===== config.mk =====
export PLATFORM = sky130hd
export DESIGN_NAME = nvs_mode_ctrl
export DESIGN_NICKNAME = d
export VERILOG_FILES = /design/src/rtl/nvs_pkg.sv /design/src/rtl/nvs_sync.sv /design/src/rtl/nvs_mem.sv /design/src/rtl/nvs_fsm.sv /design/src/rtl/nvs_mode_ctrl.sv
export SDC_FILE = /design/constraint.sdc
export NUM_CORES = 1
export LEC_CHECK = 0
export ABC_CLOCK_PERIOD_IN_PS = 5200
export BUFFER_PORTS_ARGS = -buffer_cell sky130_fd_sc_hd__buf_2
export CAP_MARGIN = 40
export CORE_MARGIN = 2
export CORE_UTILIZATION = 57
export CTS_CLUSTER_DIAMETER = 200
export DETAILED_ROUTE_END_ITERATION = 16
export PLACE_DENSITY_LB_ADDON = 0.3
export RECOVER_POWER = 100
export SKIP_LAST_GASP = 1
export SYNTH_ARGS = -nofsm -noshare
export SYNTH_HDL_FRONTEND = slang
export SYNTH_SLANG_ARGS = --single-unit

===== constraint.sdc =====
create_clock -name clk -period 5.2 [get_ports clk]
set_input_delay 0.26 -clock clk [delete_from_list [all_inputs] [get_ports clk]]
set_output_delay 0.26 -clock clk [all_outputs]
set_load 0.005 [all_outputs]

===== src/rtl/nvs_pkg.sv =====
package nvs_pkg;
    typedef enum logic [1:0] {
        ST_RUN   = 2'd0,
        ST_STORE = 2'd1,
        ST_HOLD  = 2'd2
    } nvs_state_e;
endpackage


===== src/rtl/nvs_sync.sv =====
module nvs_sync #(
    parameter int   STAGES  = 2,
    parameter logic RST_VAL = 1'b1
) (
    input  logic clk,
    input  logic rst_n,
    input  logic d,
    output logic q
);
    logic [STAGES-1:0] chain;

    generate
        if (STAGES == 1) begin : g_single
            always_ff @(posedge clk or negedge rst_n) begin
                if (!rst_n) chain <= RST_VAL;
                else        chain <= d;
            end
        end else begin : g_multi
            always_ff @(posedge clk or negedge rst_n) begin
                if (!rst_n) chain <= {STAGES{RST_VAL}};
                else        chain <= {chain[STAGES-2:0], d};
            end
        end
    endgenerate

    assign q = chain[STAGES-1];
endmodule


===== src/rtl/nvs_mem.sv =====
module nvs_mem #(
    parameter int               WIDTH = 8,
    parameter int               DEPTH = 16,
    parameter logic [WIDTH-1:0] FILL  = 8'hA5,
    localparam int              AW    = $clog2(DEPTH)
) (
    input  logic             clk,
    input  logic             rst_n,
    input  logic             wr_en,
    input  logic [AW-1:0]    addr,
    input  logic [WIDTH-1:0] wdata,
    input  logic             snap,
    output logic [WIDTH-1:0] rdata
);
    // Working array and its nonvolatile shadow; the shadow keeps its
    // contents across reset and starts out holding the factory fill.
    logic [WIDTH-1:0] sram   [DEPTH];
    logic [WIDTH-1:0] shadow [DEPTH] = '{default: FILL};

    // Reset models a power cycle: every word is recalled from the shadow.
    always_ff @(posedge clk) begin
        if (!rst_n) begin
            for (int i = 0; i < DEPTH; i++) sram[i] <= shadow[i];
        end else if (wr_en) begin
            sram[addr] <= wdata;
        end
    end

    // Whole-array snapshot taken on the edge that enters the store.
    always_ff @(posedge clk) begin
        if (rst_n && snap) begin
            for (int i = 0; i < DEPTH; i++) shadow[i] <= sram[i];
        end
    end

    assign rdata = sram[addr];
endmodule


===== src/rtl/nvs_fsm.sv =====
module nvs_fsm
    import nvs_pkg::*;
#(
    parameter int STORE_CYCLES = 8,
    localparam int CW          = $clog2(STORE_CYCLES + 1)
) (
    input  logic clk,
    input  logic rst_n,
    input  logic ce_n,
    input  logic we_n,
    input  logic oe_n,
    input  logic hs_req,
    output logic wr_en,
    output logic drive_en,
    output logic snap,
    output logic busy,
    output logic locked
);
    nvs_state_e    state, state_nxt;
    logic [CW-1:0] cnt;
    logic          dirty;
    logic          access_ok;

    // Next state
    always_comb begin
        state_nxt = state;
        unique case (state)
            ST_RUN:   if (hs_req) state_nxt = dirty ? ST_STORE : ST_HOLD;
            ST_STORE: if (cnt == '0) state_nxt = ST_HOLD;
            ST_HOLD:  if (!hs_req) state_nxt = ST_RUN;
            default:  state_nxt = ST_RUN;
        endcase
    end

    // State register with the busy counter and write flag
    always_ff @(posedge clk or negedge rst_n) begin
        if (!rst_n) begin
            state <= ST_RUN;
            cnt   <= '0;
            dirty <= 1'b0;
        end else begin
            state <= state_nxt;
            if (snap)                       cnt <= CW'(STORE_CYCLES - 1);
            else if (state == ST_STORE)     cnt <= cnt - CW'(1);
            if (wr_en)                      dirty <= 1'b1;
            else if (state == ST_STORE && cnt == '0) dirty <= 1'b0;
        end
    end

    // Outputs
    always_comb begin
        access_ok = (state == ST_RUN) && !hs_req;
        wr_en     = access_ok && !ce_n && !we_n;
        drive_en  = access_ok && !ce_n && we_n && !oe_n;
        snap      = (state == ST_RUN) && hs_req && dirty;
        busy      = (state == ST_STORE);
        locked    = (state == ST_HOLD);
    end

    assert_write_sets_flag_R10: assert property (@(posedge clk) disable iff (!rst_n)
        wr_en |=> dirty);
    assert_dirty_request_stores_R5: assert property (@(posedge clk) disable iff (!rst_n)
        (state == ST_RUN && hs_req && dirty) |=> (state == ST_STORE));
    assert_clean_request_skips_R6: assert property (@(posedge clk) disable iff (!rst_n)
        (state == ST_RUN && hs_req && !dirty) |=> (state == ST_HOLD));
    assert_store_end_clears_R5: assert property (@(posedge clk) disable iff (!rst_n)
        (state == ST_STORE && cnt == '0) |=> (state == ST_HOLD && !dirty));
    assert_hold_while_request_R7: assert property (@(posedge clk) disable iff (!rst_n)
        (state == ST_HOLD && hs_req) |=> (state == ST_HOLD));
endmodule


===== src/rtl/nvs_mode_ctrl.sv =====
module nvs_mode_ctrl #(
    parameter int               WIDTH        = 8,
    parameter int               DEPTH        = 16,
    parameter int               STORE_CYCLES = 8,
    parameter int               SYNC_STAGES  = 2,
    parameter logic [WIDTH-1:0] FILL         = 8'hA5,
    localparam int              AW           = $clog2(DEPTH)
) (
    input  logic             clk,
    input  logic             rst_n,
    input  logic             ce_n,
    input  logic             we_n,
    input  logic             oe_n,
    input  logic             hw_store_n,
    input  logic [AW-1:0]    addr,
    input  logic [WIDTH-1:0] din,
    output logic [WIDTH-1:0] dout,
    output logic             dout_en,
    output logic             busy,
    output logic             locked
);
    logic             hs_sync_n;
    logic             hs_req;
    logic             wr_en;
    logic             drive_en;
    logic             snap;
    logic [WIDTH-1:0] rdata;

    nvs_sync #(.STAGES(SYNC_STAGES), .RST_VAL(1'b1)) u_sync (
        .clk   (clk),
        .rst_n (rst_n),
        .d     (hw_store_n),
        .q     (hs_sync_n)
    );

    assign hs_req = !hs_sync_n;

    nvs_fsm #(.STORE_CYCLES(STORE_CYCLES)) u_fsm (
        .clk      (clk),
        .rst_n    (rst_n),
        .ce_n     (ce_n),
        .we_n     (we_n),
        .oe_n     (oe_n),
        .hs_req   (hs_req),
        .wr_en    (wr_en),
        .drive_en (drive_en),
        .snap     (snap),
        .busy     (busy),
        .locked   (locked)
    );

    nvs_mem #(.WIDTH(WIDTH), .DEPTH(DEPTH), .FILL(FILL)) u_mem (
        .clk   (clk),
        .rst_n (rst_n),
        .wr_en (wr_en),
        .addr  (addr),
        .wdata (din),
        .snap  (snap),
        .rdata (rdata)
    );

    assign dout_en = drive_en;
    assign dout    = drive_en ? rdata : '0;

    assert_bus_quiet_in_store_R8: assert property (@(posedge clk) disable iff (!rst_n)
        busy |-> !dout_en);
    assert_store_needs_request_R5: assert property (@(posedge clk) disable iff (!rst_n)
        $rose(busy) |-> $past(hs_req));
    assert_no_write_when_locked_R7: assert property (@(posedge clk) disable iff (!rst_n)
        (locked || busy) |-> !wr_en);
    assert_sync_depth_R4: assert property (@(posedge clk) disable iff (!rst_n)
        hs_req |-> !$past(hw_store_n, 2));
endmodule


* Word level (Yosys, flattened, before mapping)
Memory sizes are Yosys's and may differ from the RTL's. Index checks and enable logic that the tools add are counted.
Storage, ports and cells: memories kept 2, memory bits (writable) 256, register bits 9, input port bits 18, output and inout port bits 11, word-level logic and storage cells 50
Memories:
- u_mem.shadow | words 16, bits a word 8, rd ports 16, clocked after Yosys merged registers in 0, wr ports 16, RTL line nvs_mem.sv:18 | logic [WIDTH-1:0] shadow [DEPTH] = '{default: FILL};
- u_mem.sram | words 16, bits a word 8, rd ports 17, clocked after Yosys merged registers in 0, wr ports 16, RTL line nvs_mem.sv:17 | logic [WIDTH-1:0] sram [DEPTH];
Cells by class: $add $sub $neg 1, multiplexer cells 19, reduce and logical (&&, ||, !) cells 19, equal/unequal tests 5
Operators with widths (number):
- $mux 8 | 2
- $mux 4 | 3
- $logic_and 1x1->1 | 9
- $mux 1 | 9
- $mux 2 | 4
- $reduce_or 8->1 | 1
- $pmux 2 s3 | 1
- $logic_not 1->1 | 4
- $logic_not 4->1 | 1
- $ne 2x1->1 const B | 2
- $reduce_bool 2->1 | 2
- $sub 4x1->4 const B | 1
- $reduce_and 3->1 | 1
- $eq 2x1->1 const B | 1
- $eq 2x2->1 const B | 1
- $logic_not 2->1 | 1
- $ne 2x2->1 const B | 1

* Logic depth before layout (Yosys ltp)
Gate-level depths: netlist of run 1.
word-level depth 9, depth in mapped cells 7

* Hierarchy
From an unflattened synthesis of run 1, not the netlist that was laid out.
Second synthesis, totals: cells, all modules 562, area, all modules 10939.2 um2
By module, submodules not included:
- nvs_mem | seq. area each 7687.4 um2, cells an instance 516, area an instance 10470.0 um2, instances 1
- nvs_fsm | seq. area each 175.2 um2, cells an instance 35, area an instance 362.8 um2, instances 1
- nvs_mode_ctrl | seq. area each 0.0 um2, cells an instance 9, area an instance 53.8 um2, instances 1
- nvs_sync | seq. area each 52.6 um2, cells an instance 2, area an instance 52.6 um2, instances 1

* Least setup slack after synthesis of run 1
OpenSTA, ideal clock, no wires.
path type flip-flop to flip-flop, start point register u_fsm.state[1], end point memory u_mem.shadow[0][0], enable pin, arrival 3608 ps, setup slack 1089 ps, required time 4697 ps, clock period less this slack 4111 ps, stages on the path, launching flop included 3, setup time 503 ps, cell sequence dfrtp_1 > nor2b_1 > and3_1
RTL lines:
- from (decl) | RTL line nvs_fsm.sv:19 | nvs_state_e state, state_nxt;
- from (signal assigned) | RTL line nvs_fsm.sv:42 | state <= state_nxt;
- to (decl) | RTL line nvs_mem.sv:18

==> run_results.csv, run 1 <==
group,metric,value,unit
clock_tree,clock-sinks,265,
die,die_w,143,um
synth,syn_nets,593,
finish,layout.nets,630,
clock_tree,htree_levels,1,
drt,drc,0,
synth,synth_top_area_share,69.8,%
worst_setup_path,endpoint_kind,"flop",
timing,finClkSkew,15.6,ps
clock_tree,cts_made_buffers,27,
timing,whs,250,ps
clock_tree,max-clock-path-buffers,3,
placed_design,dp_slack,2230,ps
job,drv_cap,1,
placed_design,placed_cell_area,11400,um2
die,core.rowCount,50,
die,io_pins,29,
timing,slew_violations,28,
die,dieArea,20400,um2
finish,fillCellCount,1279,
finish,fin_area,12200,um2
timing,tns,0,ps
drt,via_per_inst,6.21,
synth,synth_cells,574,
power_and_ir_drop,power.density,423,nW/um2
clock_tree,cts_setup_buffers,0,
worst_setup_path,reg2reg_slack,2190,ps
drt,dr.pass1.iters,5,
worst_setup_path,startpoint,"rst_n",
timing,finalWorstSetupSlack,1570,ps
worst_setup_path,required,5370,ps
power_and_ir_drop,p_total,5.15,mW
power_and_ir_drop,power_leakage,4.16,nW
worst_setup_path,start_kind,"primary input",
clock_tree,ctsHoldBuffers,3,
clock_tree,ctsRootBufferMaster,"clkbuf_16",
worst_setup_path,critical_path_class,"in2reg",
timing,setup_viol,0,
drt,vias,5541,
timing,relSlewSlack,-3.89,%
worst_setup_path,r2r_cells,4,
placed_design,gp_congestion,0.938,
global_routing,antenna_found_initial,0,
timing,max_freq,275,MHz
placed_design,io_buffers,28,
worst_setup_path,arrival,3810,ps
worst_setup_path,timing.rr.start,"u_sync.chain[1]$_DFF_PN1_",
timing,period_needed,3630,ps
worst_setup_path,path_max_fanout,27,
synth,synth_area_per_cell,19.2,um2
drt,drt-initial-drc-count,596,
die,die_y,143,um
clock_tree,cts.clk_slew.worst_paths,60,ps
placed_design,place_hpwl,14500,um
synth,ys_types,40,
synth,yosys-top-cells-area,"edfxtp_1 70%, mux2_2 14%, mux4_2 4.9%, dfrtp_1 1.6%, mux2i_1 1.5%",
synth,yosys_warnings,0,
timing,rsz0062_at_grt,"false",
die,core_area,18800,um2
synth,synthFlopType,"edfxtp_1",
clock_tree,cts_tree,"yes",
finish,drive_gt1_share,37.0,%
finish,fin_util,64.7,%
synth,synth-edff-count,256,
finish,diodes,0,
die,start_util,58.5,%
clock_tree,clk_latency,550,ps
timing,finalHoldViolations,0,
synth,synth_top_cell_by_area,"edfxtp_1",
finish,syn2layout_area_growth,10.7,%
global_routing,overflow,0,
synth,synthArstFlopShare,3.40,%
worst_setup_path,worstReg2RegEnd,"u_mem.sram[1][4]$_DFFE_PP_",
synth,netlist_area,11000,um2
global_routing,grt_max_degree,38,
timing,fin_crit_sh,69.9,%
worst_setup_path,crit_end,"u_mem.sram[1][4]$_DFFE_PP_",
synth,synth_seq_cells,265,
finish,final_cells,892,
timing,max_slew.worst_pin.slew,1560,ps
global_routing,grt_pass1_wl,35600,um
hold_path,min-delay-path-class,"in2reg",
clock_tree,cts_resized,0,
synth,seq_area_frac_synth,71.9,%
drt,wl_per_cell,26.0,um
drt,wirelength,23200,um
drt,ant_nets,0,
power_and_ir_drop,peakVddDrop,251,uV
hold_path,hold_depth,3,
global_routing,grt_pass1_vias,5723,
global_routing,track_usage,23.6,%
run_status,violations,"capacitance limit, slew limit",
run_status,status,"finished with violations",
placed_design,place_inst,839,
-- state kept, by name, indices dropped and copies added, names as in the netlist --
name	cells
u_fsm.cnt	4
u_sync.chain	2
u_mem.shadow	128
u_fsm.dirty	1
u_fsm.state	2
u_mem.sram	128
-- layout by cell type (no fill, tap or decap), types with 4 or more instances in the layout --
| cell type | instances |
|---|---|
| clkbuf_2 | 5 |
| mux2i_1 | 16 |
| nand2_1 | 32 |
| nor2_1 | 11 |
| clkbuf_16 | 27 |
| nor2b_1 | 4 |
| nand3_1 | 9 |
| dfrtp_1 | 7 |
| mux2_2 | 135 |
| a22oi_1 | 8 |
| buf_2 | 21 |
| clkbuf_1 | 10 |
| clkinv_2 | 4 |
| clkbuf_8 | 5 |
| o22ai_1 | 8 |
| nand2b_1 | 4 |
| mux4_2 | 24 |
| edfxtp_1 | 256 |
| inv_1 | 4 |
-- routing by layer --
| metal | global-route usage, % | up-vias | part of all wire [%] |
|---|---|---|---|
| met5 | 0 | - | 0 |
| met1 | 35.8 | 2902 | 44 |
| met4 | 6.57 | 0 | 2.2 |
| met2 | 35.5 | 243 | 46 |
| met3 | 4.46 | 37 | 7.7 |
| li1 | - | 2359 | - |
-- power breakdown --
group | internal, mW | switching (mW) | leakage (nW)
clock network | 1.18 | 0.794 | 0.449
registers | 2.62 | 0.0961 | 2.52
logic | 0.188 | 0.274 | 1.19
-- layout make-up --
cell class	instances	area, um2	area share [%]
repair buffers	36	214	1.75
clock buffers	39	771	6.32
multi-input cells	277	2810	23.1
flip-flops and latches	265	7920	64.9
well taps	260	325	2.67
clock inverters	11	141	1.16
inverters	4	15.0	0.123
-- how the worst min path moves through the flow --
stage                                 end  startpoint
6_report          u_fsm.dirty$_DFFE_PN0P_        ce_n
5_1_grt           u_fsm.dirty$_DFFE_PN0P_        ce_n
4_1_cts           u_fsm.dirty$_DFFE_PN0P_        ce_n
3_5_place_dp   u_fsm.state[1]$_DFFE_PN0P_       rst_n
3_3_place_gp   u_fsm.state[1]$_DFFE_PN0P_       rst_n
2_1_floorplan    u_fsm.cnt[0]$_DFFE_PN0P_       rst_n
-- synthesized netlist by cell type, types with 3 or more instances --
cell type / instances
mux2_2: 136
nor2_1: 11
mux4_2: 24
nor2b_1: 4
edfxtp_1: 256
o22ai_1: 8
a22oi_1: 8
nand2_1: 29
nand3_4: 9
buf_2: 8
inv_1: 4
nand2b_1: 4
mux2i_1: 16
clkbuf_1: 16
nand2_2: 3
dfrtp_1: 7
-- cell families after synthesis --
kind of cell / after synthesis / synth area share (%)
flops: 265 / 71.9
mux: 176 / 20.3
simple gates: 76 / 4.89
buf+inv: 32 / 1.35
compound gates: 21 / 1.27
xor+xnor: 3 / 0.239
fa+ha+maj: 1 / 0.114
-- critical path: stages --
cell	delay, ps
dlygate4sd3_1	530
clkbuf_1	1130
nand2b_1	370
nor2_4	340
nand3_1	540
nand2_1	620
(Power assumes the default switching activity.)
==> inputs of run 2 (changes only) <==
- ABC_AREA: unset -> 1
- ABC_CLOCK_PERIOD_IN_PS: 5200 -> 3200
- CORE_UTILIZATION: 57 -> 56
- clock period: 5.2 -> 3.2 ns (I/O delays scaled with it)
==> run_results.csv, run 2 <==
group,metric,value,unit
run_status,status,"finished with violations",
run_status,violations,"capacitance limit, slew limit",
drt,drc,0,
placed_design,place_hpwl,15900,um
worst_setup_path,required,3040,ps
clock_tree,ctsRootBufferMaster,"clkbuf_16",
clock_tree,clk_latency,530,ps
drt,route.met3.wl,2020,um
finish,diodes,0,
placed_design,io_buffers,28,
timing,rsz0062_at_grt,"false",
timing,fin_crit_sh,81.3,%
timing,setup_viol,0,
timing,period_needed,2600,ps
drt,routed.top_layer,"met4",
finish,final_cell_mix,"373 x nand2_1, 256 x edfxtp_1, 129 x o21ai_0",
worst_setup_path,arrival,2440,ps
timing,max_slew.worst_pin.slew,1640,ps
placed_design,gp_congestion,0.877,
clock_tree,cts.clk_slew.worst_paths,60,ps
timing,finClkSkew,5.85,ps
job,drv_cap,1,
drt,wl_per_cell,18.2,um
timing,max_freq,384,MHz
synth,synth_xor_xnor_area_share,0,%
global_routing,track_usage,23.4,%
clock_tree,cts_tree,"yes",
worst_setup_path,crit_family,"simple AND/OR/NAND/NOR gates",
synth,syn_nets,1076,
synth,synth.top_cells.by_count,"367 x nand2_1, 256 x edfxtp_1, 124 x nor2_1",
finish,layout.nets,1105,
synth,synth_area_per_cell,10.7,um2
synth,synth_top_area_share,67.9,%
drt,ant_nets,0,
clock_tree,htree_levels,1,
finish,drive_gt1_share,7.07,%
worst_setup_path,cp.buffers_inverters,1,
timing,relSlewSlack,-9.06,%
die,io_pins,29,
clock_tree,max-clock-path-buffers,3,
synth,synth.mux.area_fraction,0,%
die,dieArea,21400,um2
global_routing,grt_max_degree,129,
synth,netlist_area,11300,um2
worst_setup_path,path_max_fanout,9,
drt,wl_met1,10700,um
synth,synth-edff-count,256,
synth,seq_area_frac_synth,70.0,%
die,die_y,146,um
die,die_w,146,um
synth,ys_types,23,
finish,fillCellCount,1533,
clock_tree,cts_setup_buffers,0,
worst_setup_path,slowest_delay,550,ps
global_routing,grt_pass1_vias,6974,
worst_setup_path,slowest_stage,"nor3_2",
timing,slew_violations,26,
drt,vias,7392,
global_routing,grt_pass1_wl,38400,um
worst_setup_path,critical_path_class,"reg2out",
global_routing,overflow,0,
finish,syn2layout_area_growth,9.50,%
synth,yosysMostFrequentCell,"nand2_1",
timing,tns,0,ps
worst_setup_path,start_kind,"flop",
die,start_util,57.6,%
die,core.rowCount,51,
die,core_area,19700,um2
power_and_ir_drop,power.density,650,nW/um2
power_and_ir_drop,power_leakage,5.26,nW
clock_tree,cts_made_buffers,27,
worst_setup_path,endpoint_kind,"primary output",
clock_tree,cts_resized,0,
power_and_ir_drop,peakVddDrop,389,uV
timing,finalHoldViolations,0,
synth,synth_top_family_by_area,"simple AND/OR/NAND/NOR gates",
synth,synthSimpleGateAreaFrac,18.3,%
synth,yosys_warnings,0,
synth,synth_seq_cells,265,
synth,synth_adder_area_share,0.111,%
synth,synth_top_cell_by_area,"edfxtp_1",
clock_tree,ctsHoldBuffers,3,
synth,synth_cells,1057,
synth,synthFlopType,"edfxtp_1",
drt,via_per_inst,5.40,
global_routing,antenna_found_initial,0,
finish,top_regs,"u_mem.shadow: 128 flops, u_mem.sram: 128 flops, u_fsm.cnt: 4 flops",
drt,drt-initial-drc-count,748,
worst_setup_path,crit_chain,"nor2_1 -> nand3_1 -> nor3_2 -> nand3_1 -> nor2_1 -> clkbuf_2",
drt,dr.pass1.iters,5,
synth,synth_compound_area_share,6.04,%
finish,fin_util,63.0,%
finish,final_common_cell,"nand2_1",
drt,met2_wirelength,11500,um
hold_path,min-delay-path-class,"in2reg",
clock_tree,clock-sinks,265,
drt,wirelength,24900,um
synth,synthArstFlopShare,3.40,%
synth,yosys-top-cells-area,"edfxtp_1 68%, nand2_1 12%, o21ai_0 5.3%, nor2_1 4.1%, inv_1 3.0%",
==> run 2: cell count changes in the layout (fill, tap and decap cells not counted), sizes merged, moves of 16 or more <==
cell,before,now
o21ai,2,133
mux2i,16,0
nor2,12,127
mux4,24,0
nand2,32,377
inv,5,92
mux2,136,0
==> run 2: path summary, 6_finish.rpt <==
path	from	endpoint	slack [ps]	cells after the start
setup / recovery	u_fsm.state[0]$_DFFE_PN0P_	dout[3]	600	6
hold / removal	we_n	u_fsm.dirty$_DFFE_PN0P_	80	4
setup reg to reg	u_fsm.state[0]$_DFFE_PN0P_	u_mem.sram[5][3]$_DFFE_PP_	660	6
hold reg to reg	u_sync.chain[0]$_DFF_PN1_	u_sync.chain[1]$_DFF_PN1_	360	0
max in group asynchronous	rst_n	u_fsm.cnt[3]$_DFFE_PN0P_	1530	3
min in group asynchronous	rst_n	u_fsm.cnt[1]$_DFFE_PN0P_	730	3
==> run 2: final cells by class <==
type / count / area [um2] / area share, %
clock buffer: 37 / 713 / 5.76
inverter: 91 / 342 / 2.76
clock inverter: 10 / 50.0 / 0.404
multi-input combinational: 656 / 2720 / 21.9
tap: 265 / 332 / 2.68
sequential: 265 / 7920 / 63.9
timing repair buffer: 45 / 322 / 2.60
==> run 2: kinds of logic after synthesis <==
logic type                 Yosys count
and+or+nand+nor                    519
DFF                                265
AOI/OAI and AO/OA                  136
buffers and inverters              136
adders and majority gates            1
==> run 2: metrics by stage <==
step / area [um2] / setup slack (ps) / hold WS (ps) / power (mW) / std cells
floorplan: 11300 / 99.9 / -136 / 5.02 / 1057
global placement: 11600 / 954 / 211 / 5.27 / 1315
detailed placement: 11700 / 826 / 212 / 5.32 / 1319
CTS: 12500 / 694 / 3.97 / 8.10 / 1369
global route: 12400 / 442 / 82.2 / 8.37 / 1369
finish: 12400 / 597 / 75.1 / 8.05 / 1369
==> run 2: power by group <==
group	leakage, nW	internal [mW]	switching, mW
Clock	0.377	1.55	1.25
Sequential	2.52	4.31	0.170
Combinational	2.36	0.219	0.555
==> run 2: layer usage <==
metal,global-route usage [%],vias up
li1,-,3540
met4,7.48,0
met5,0,-
met2,37.1,355
met3,3.75,47
met1,33.8,3450
==> run 2: worst min-delay path: cells and delay by family <==
| kind | cells | cell delay [ps] |
|---|---|---|
| buf+inv | 2 | 120 |
| simple gates | 2 | 270 |
==> inputs of run 3 (changes only) <==
- ABC_AREA: 1 -> 0
- ABC_CLOCK_PERIOD_IN_PS: 3200 -> 2500
- CORE_UTILIZATION: 56 -> 57
- clock period: 3.2 -> 2.5 ns (I/O delays scaled with it)
==> run_results.csv, run 3 (same netlist as run 1, synthesis figures left out) <==
group,metric,value,unit
finish,fillCellCount,1197,
drt,dr.pass1.iters,5,
finish,syn2layout_area_growth,15.4,%
worst_setup_path,crit_chain,"or4b_4 -> nor3b_4 -> buf_2 -> nand2_1 -> nor2_1 -> buf_2",
power_and_ir_drop,sequentialPowerShare,52.4,%
worst_setup_path,path_max_fanout,4,
drt,via_per_inst,6.12,
die,die_w,143,um
global_routing,grt_pass1_wl,34600,um
clock_tree,clock-sinks,265,
drt,drc,0,
job,drv_cap,0,
global_routing,antenna_found_initial,0,
run_status,status,"finished with violations",
finish,final_common_cell,"edfxtp_1",
finish,top_regs,"u_mem.shadow: 128 flops, u_mem.sram: 128 flops, u_fsm.cnt: 4 flops",
clock_tree,htree_levels,1,
drt,vias,5651,
power_and_ir_drop,p_int,8.33,mW
timing,relSlewSlack,35.1,%
finish,regArea,7920,um2
worst_setup_path,endpoint_kind,"primary output",
die,dieArea,20400,um2
global_routing,overflow,0,
hold_path,min-delay-path-class,"in2reg",
power_and_ir_drop,power_leakage,4.37,nW
timing,period_needed,2600,ps
timing,max_slew.worst_pin.slew,971,ps
power_and_ir_drop,power.density,850,nW/um2
timing,finalHoldViolations,0,
clock_tree,ctsRootBufferMaster,"clkbuf_16",
global_routing,grt_max_degree,40,
drt,wl_per_cell,24.6,um
drt,ant_nets,0,
global_routing,track_usage,22.8,%
power_and_ir_drop,pwr-share-comb,10.0,%
placed_design,io_buffers,28,
finish,drive_gt1_share,46.6,%
timing,max_freq,385,MHz
timing,slew_violations,0,
drt,wirelength,22800,um
power_and_ir_drop,peakVddDrop,732,uV
worst_setup_path,critical_path_class,"reg2out",
timing,finalWorstSetupSlack,-99.0,ps
power_and_ir_drop,p_switching,2.47,mW
timing,fin_crit_sh,104,%
global_routing,grt_pass1_vias,5905,
power_and_ir_drop,clkPwrFrac,37.7,%
worst_setup_path,required,2380,ps
worst_setup_path,arrival,2470,ps
die,io_pins,29,
timing,rsz0062_at_grt,"true",
finish,multiInputGateArea,3040,um2
die,core.rowCount,50,
die,die_y,143,um
placed_design,placed_cell_area,11600,um2
timing,tns,-319,ps
finish,layout.nets,661,
drt,drt-initial-drc-count,429,
timing,setup_viol,18,
clock_tree,cts_made_buffers,27,
die,start_util,58.5,%
clock_tree,cts_tree,"yes",
finish,fin_area,12700,um2
worst_setup_path,crit_family,"simple AND/OR/NAND/NOR gates",
power_and_ir_drop,switching_share,22.9,%
die,core_area,18800,um2
worst_setup_path,start_kind,"flop",
worst_setup_path,slowest_stage,"dfstp_2",
clock_tree,max-clock-path-buffers,3,
worst_setup_path,cp.buffers_inverters,2,
worst_setup_path,critPathMostFrequentCell,"buf_2",
placed_design,gp_congestion,0.853,
clock_tree,cts.clk_slew.worst_paths,60,ps
finish,diodes,0,
placed_design,place_hpwl,14600,um
worst_setup_path,slowest_delay,550,ps
timing,finClkSkew,19.5,ps
finish,final_cell_mix,"256 x edfxtp_1, 136 x mux2_2, 27 x clkbuf_16, 27 x buf_2",
timing,whs,177,ps
clock_tree,clk_latency,540,ps
run_status,violations,"setup timing",
## run 3: changes by cell type in the layout (fill, tap and decap cells not counted), moves of 16 or more
cell / before / now
inv_1: 89 / 4
nor2_1: 124 / 5
buf_4: 4 / 24
nand2_1: 373 / 15
nand2_2: 0 / 17
mux2_2: 0 / 136
mux4_2: 0 / 24
mux2i_1: 0 / 16
o21ai_0: 129 / 2
## run 3: final cells by class
class,instances,share of cell area (%)
multi-input cells,277,23.9
well taps,260,2.56
clock buffers,37,5.93
repair buffers,67,4.04
flip-flops and latches,265,62.3
clock inverters,13,1.16
inverters,4,0.118
## run 3: power by group through the flow
stage	clock network (mW)	registers, mW	logic, mW
6_report	4.07	5.65	1.07
5_1_grt	4.29	5.69	1.17
4_1_cts	4.12	5.65	1.06
3_5_place_dp	0	5.72	1.04
3_3_place_gp	0	5.71	0.991
2_1_floorplan	0	5.64	0.681
## run 3: worst paths after layout
path | startpoint | to | slack (ps) | cells after the start
max | u_sync.chain[1]$_DFF_PN1_ | dout[3] | -100 | 6
min | ce_n | u_fsm.dirty$_DFFE_PN0P_ | 180 | 5
max reg2reg | u_sync.chain[1]$_DFF_PN1_ | u_mem.sram[11][3]$_DFFE_PP_ | -30 | 6
min reg2reg | u_sync.chain[0]$_DFF_PN1_ | u_sync.chain[1]$_DFF_PN1_ | 360 | 0
max in group asynchronous | rst_n | u_sync.chain[0]$_DFF_PN1_ | 1900 | 3
min in group asynchronous | rst_n | u_fsm.state[0]$_DFFE_PN0P_ | 250 | 3
## run 3: tightest hold or removal path, delay by kind of cell
kind	cells	cell delay, ps
buffers and inverters	3	340
and+or+nand+nor	1	150
AOI/OAI and AO/OA	1	60
## run 3: repair_timing
item | 4_1_cts | 5_1_grt
cloned | 0 | 2
endpoints found under the setup margin | 8 | 125
pin swaps | 2 | 9
gates resized for setup | 3 | 32
hold endpoints to repair | 11 | 0
hold buffers | 3 | 0
buffers inserted | 3 | 3
## run 3: stage by stage
stage / power (mW) / instances / worst slack, ps / utilization (%)
floorplan: 6.33 / 574 / 209 / -
global placement: 6.70 / 862 / 140 / 61.7
detailed placement: 6.76 / 862 / 47.7 / 61.7
CTS: 10.8 / 918 / -32.7 / 66.9
global route: 11.1 / 923 / -148 / 67.5
finish: 10.8 / 923 / -99.0 / 67.5
## run 3: metal layers
layer | GRT usage (%) | share of wire, % | wire, um | up-vias
li1 | - | - | - | 2424
met1 | 33.4 | 43 | 9740 | 2927
met2 | 35.3 | 47 | 10800 | 268
met3 | 4.66 | 7.9 | 1810 | 32
met4 | 6.67 | 1.9 | 435 | 0
met5 | 0 | 0 | 0 | -
